`config.mk`:
```
export PLATFORM = sky130hd
export DESIGN_NAME = ecc_err_log
export DESIGN_NICKNAME = d
export VERILOG_FILES = /design/src/rtl/ecc_err_log.sv
export SDC_FILE = /design/constraint.sdc
export NUM_CORES = 1
export LEC_CHECK = 0
export ABC_AREA = 0
export BUFFER_PORTS_ARGS = -buffer_cell sky130_fd_sc_hd__clkbuf_2
export CORE_MARGIN = 4
export CORE_UTILIZATION = 38
export CTS_BUF_LIST = sky130_fd_sc_hd__clkbuf_2
export DETAILED_ROUTE_END_ITERATION = 12
export PLACE_DENSITY = 0.93
export RECOVER_POWER = 25
export SLEW_MARGIN = 5
export SYNTH_ARGS = -nofsm -noshare
export SYNTH_HDL_FRONTEND = slang
export SYNTH_SLANG_ARGS = --single-unit
```
`constraint.sdc`:
```
create_clock -name clk -period 2.3 [get_ports clk]
set_clock_uncertainty 0.05 [all_clocks]
set_input_delay 0.46 -clock clk [delete_from_list [all_inputs] [get_ports clk]]
set_output_delay 0.46 -clock clk [all_outputs]
set_load 0.02 [all_outputs]
```
`src/rtl/ecc_err_log.sv`:
```
module ecc_err_log #(
  parameter int ROW_W = 3
) (
  input  logic             clk,
  input  logic             rst_n,
  input  logic             ev_ue,
  input  logic             ev_ce,
  input  logic [ROW_W-1:0] ev_row,
  input  logic             cfg_wr,
  input  logic [31:0]      cfg_wdata,
  output logic [31:0]      cfg_rdata,
  output logic             serr_o
);
  localparam int FIELD_W = 4;
  localparam int PAD_W   = FIELD_W - ROW_W;

  logic [1:0]       mode_q;
  logic             diag_q, en_ue_q, en_ce_q;
  logic             ue_q, ce_q;
  logic [ROW_W-1:0] ue_row_q, ce_row_q;

  wire active = (mode_q != 2'd0);
  wire ue_hit = active && ev_ue;
  wire ce_hit = active && ev_ce;
  wire ue_clr = cfg_wr && cfg_wdata[8];
  wire ce_clr = cfg_wr && cfg_wdata[9];

  always_ff @(posedge clk) begin
    if (!rst_n) begin
      mode_q   <= '0;
      diag_q   <= 1'b0;
      en_ue_q  <= 1'b0;
      en_ce_q  <= 1'b0;
      ue_q     <= 1'b0;
      ce_q     <= 1'b0;
      ue_row_q <= '0;
      ce_row_q <= '0;
    end else begin
      if (cfg_wr) begin
        mode_q  <= cfg_wdata[11:10];
        diag_q  <= cfg_wdata[12];
        en_ue_q <= cfg_wdata[14];
        en_ce_q <= cfg_wdata[15];
      end
      ue_q <= ue_hit | (ue_q & ~ue_clr);
      ce_q <= ce_hit | (ce_q & ~ce_clr);
      if (ue_hit && !ue_q) ue_row_q <= ev_row;
      if (ce_hit && !ce_q) ce_row_q <= ev_row;
    end
  end

  assign cfg_rdata = {16'h0, en_ce_q, en_ue_q, 1'b0, diag_q, mode_q, ce_q, ue_q,
                      {PAD_W{1'b0}}, ue_row_q, {PAD_W{1'b0}}, ce_row_q};
  assign serr_o = (ue_q & en_ue_q) | (ce_q & en_ce_q);

  // a flag only drops through a clearing write
  a_r5_ue_sticky: assert property (@(posedge clk) disable iff (!rst_n)
    ue_q && !ue_clr |=> ue_q);
  a_r5_ce_sticky: assert property (@(posedge clk) disable iff (!rst_n)
    ce_q && !ce_clr |=> ce_q);
  // every rise of a flag is caused by an event of its class
  a_r3_ue_cause: assert property (@(posedge clk) disable iff (!rst_n)
    $rose(ue_q) |-> $past(ev_ue));
  a_r3_ce_cause: assert property (@(posedge clk) disable iff (!rst_n)
    $rose(ce_q) |-> $past(ev_ce));
  // row held while its flag is set
  a_r4_ue_row_hold: assert property (@(posedge clk) disable iff (!rst_n)
    ue_q |=> $stable(cfg_rdata[7:4]));
  a_r4_ce_row_hold: assert property (@(posedge clk) disable iff (!rst_n)
    ce_q |=> $stable(cfg_rdata[3:0]));
  // event beats a same-cycle clear
  a_r6_ue_wins: assert property (@(posedge clk) disable iff (!rst_n)
    ev_ue && active |=> cfg_rdata[8]);
  a_r6_ce_wins: assert property (@(posedge clk) disable iff (!rst_n)
    ev_ce && active |=> cfg_rdata[9]);
  // disabled mode never raises a flag
  a_r8_off_ignores: assert property (@(posedge clk) disable iff (!rst_n)
    !active && !ue_q && !ce_q |=> !cfg_rdata[8] && !cfg_rdata[9]);
endmodule

```
==> metrics.md <==
| Metric | Value |
|---|---|
| GPL Wtd Cong | `0.6580` |
| Synth Area in Simple Gates | `14.44%` |
| Post-synth top area share | `36.62%` |
| Root buf cell | `clkbuf_2` |
| Share of cells above drive strength 1 | `around a third` |
| Leakage | `0.0003951 uW` |
| Initial antenna violation count | `0` |
| CP Capture Type | `output pin` |
| Synth cell types | `11` |
| Seq. cell area | `260.3 um^2` |
| Commonest cells in the netlist | `25 x buf_4, 13 x dfxtp_1, 13 x nand2_1` |
| Post-synth top area cell | `dfxtp_1` |
| Post-CTS Setup Inserts | `0` |
| Via count | `514` |
| DP HPWL | `1047 um` |
| Tmin final | `between 1.5 and 2 ns` |
| Crit path max-delay family | `flip-flops` |
| Crit Path Max Fanout | `4` |
| Core ar. | `1745 um^2` |
| Sequential cell area fraction in the yosys report | `36.62%` |
| Full die area | `2626 um^2` |
| Critical-path cell list | `a22o_1, clkbuf_2` |
| Hold Vio Cnt, Final | `0` |
| Clock transition at the registers of the reported paths | `0.12 ns` |
| Fin crit share | `67.38%` |
| Post-Synth Adder-Cell Area | `0%` |
| Post-synthesis mux area share | `between 10% and 20%` |
| Port-buffer cells | `28` |
| Synth area leaders | `dfxtp_1 37%, buf_4 26%, mux2i_1 15%` |
| Antenna Cells | `0` |
| DR vias/cell | `4.112` |
| Cell row count | `15` |
| Worst hold slack | `0.3867 ns` |
| Avg Cell Area, Syn | `~9.4 um^2` |
| Slowest cell on the critical path | `dfxtp_1` |
| Core Util, Final | `44.44%` |
| Number of synthesized register bits | `13` |
| Largest net degree at the start of global routing | `17` |
| CTS tree | `yes` |
| First drt pass iteration count | `4` |
| Max-cap viol count | `0` |
| Total Neg Setup Slack | `0 ns` |
| Overall Power | `468.4 uW` |
| VDD IR max | `between 400 and 500 uV` |
| Starting Density | `40.72%` |
| Largest family of logic cells by synthesized area | `buffers and inverters` |
| Most used DFF post-synth | `dfxtp_1` |
| Number of synthesized flops with an enable pin | `0` |
| Multi-input gate area | `approximately 330 um^2` |
| Htree depth | `1` |
| Sinks on Clock Net | `13` |
| CTS Buf Count | `3` |
| DRC Markers | `0` |
| CP Class | `flop to output pin` |
| Fmax | `0.6453 GHz` |
| Routed wire per std cell | `10.03 um` |
| Overflow after GRT | `0` |
| Synth Area in XOR/XNOR | `0%` |
| I/O pins | `73` |
| Vias in the first global route | `448` |
| Clk buf depth | `2` |
| Final Slew Violations | `0` |
| Yosys warnings | `0` |
| DIE HEIGHT | `a little over 50 um` |
| Die Wd | `51.25 um` |
| CP bufs+invs | `1` |
| PostCTS Resize Cnt | `0` |
| Drt initial violations | `7` |
| Final setup fails | `0` |
| HP Class | `input pin to flop` |
| Final setup margin | `0.7503 ns` |
| Area Growth Syn to Fin | `9.155%` |
| CP peak stage delay | `0.44 ns` |
| Crit start category | `flop` |
| Power Dens Cells | `603.8 nW/um^2` |
| Mapped Cells | `76` |
| Synth Area in Compound Gates | `5.810%` |
| # fillers | `185` |
| Total global-route track usage | `9.379%` |
| Status | `finished clean` |
| WP data arrival | `1.04 ns` |
| Synth async-reset ratio | `0%` |
| Worst slack, placed | `1.058 ns` |
| Final WL | `~1300 um` |
| RSZ-0062 raised after global routing | `false` |
| Clk_lat worst skew | `0.26 ns` |
| Cell with the most instances after synthesis | `buf_4` |
| First-pass GRT wire length | `1828 um` |
| Post-DRT Antenna Nets | `0` |
| Nets@finish | `141` |
| Post-CTS Hold Buffers | `0` |
| Post-Syn Area | `approximately 700 um^2` |
| CP required | `about 1.8 ns` |
placed cells by master (no fill, tap or decap):
| cell type | netlist | final |
|---|---|---|
| a21boi_0 | 2 | 2 |
| o21ai_2 | 2 | 2 |
| nor2b_1 | 5 | 5 |
| clkbuf_1 | 0 | 1 |
| dfxtp_1 | 13 | 13 |
| a22o_1 | 1 | 1 |
| nor2_4 | 2 | 2 |
| mux2i_1 | 11 | 11 |
| nand2_1 | 13 | 13 |
| clkbuf_2 | 0 | 31 |
| conb_1 | 1 | 19 |
layout make-up:
| type | instances | area share [%] |
|---|---|---|
| clock buffers | 4 | 2.581 |
| repair buffers | 28 | 17.90 |
| multi-input cells | 55 | 41.94 |
| well taps | 25 | 4.032 |
| flip-flops and latches | 13 | 33.55 |
where the power goes:
| part | total, uW | internal [uW] | switching (uW) | leakage, uW |
|---|---|---|---|---|
| Clock | 117 | 46.1 | 70.4 | 0.0000166 |
| Combinational | 103 | 32.6 | 70.8 | 0.000272 |
| Sequential | 248 | 238 | 10.7 | 0.000107 |
kinds of logic after synthesis:
group	Yosys count
AO/OA/AOI/OAI	5
AND/OR/NAND/NOR	20
buffers and inverters	26
flip-flops	13
other	1
multiplexers	11
worst register-to-register path: cells and delay by family, from the launching register on:
kind	cells	cell delay, ns
flip-flops	1	0.42
multiplexers	1	0.20
AND/OR/NAND/NOR	1	0.15
AO/OA/AOI/OAI	1	0.12
stage by stage:
stage | cell area (um^2) | std cells
floorplan | 778.2 | 94
global placement | 757.0 | 121
detailed placement | 757.0 | 121
CTS | 777.0 | 125
global route | 775.7 | 125
finish | 775.7 | 125
routing by layer:
layer  routed length [um]  up-vias  global-route usage (%)
met2                  631       37                   16.95
met3                  181        0                   4.665
li1                     -      249                       -
met4                    0        0                   2.620
met1                  440      228                   9.431
met5                    0        -                       0
worst paths after layout:
path / startpoint / endpoint / slack, ns / cells past startpoint
setup / recovery: ue_q / serr_o / 0.75 / 2
hold / removal: ev_row[1] / ce_row_q[1] / 0.39 / 3
setup reg to reg: mode_q[1] / ue_row_q[0] / 1.30 / 3
hold reg to reg: ce_row_q[1] / ce_row_q[1] / 0.42 / 2
registers in the layout (all words and copies together), names as in the netlist:
name      cells
ce_q          1
ce_row_q      3
en_ce_q       1
diag_q        1
ue_q          1
mode_q        2
ue_row_q      3
en_ue_q       1
(Power assumes the default switching activity.)
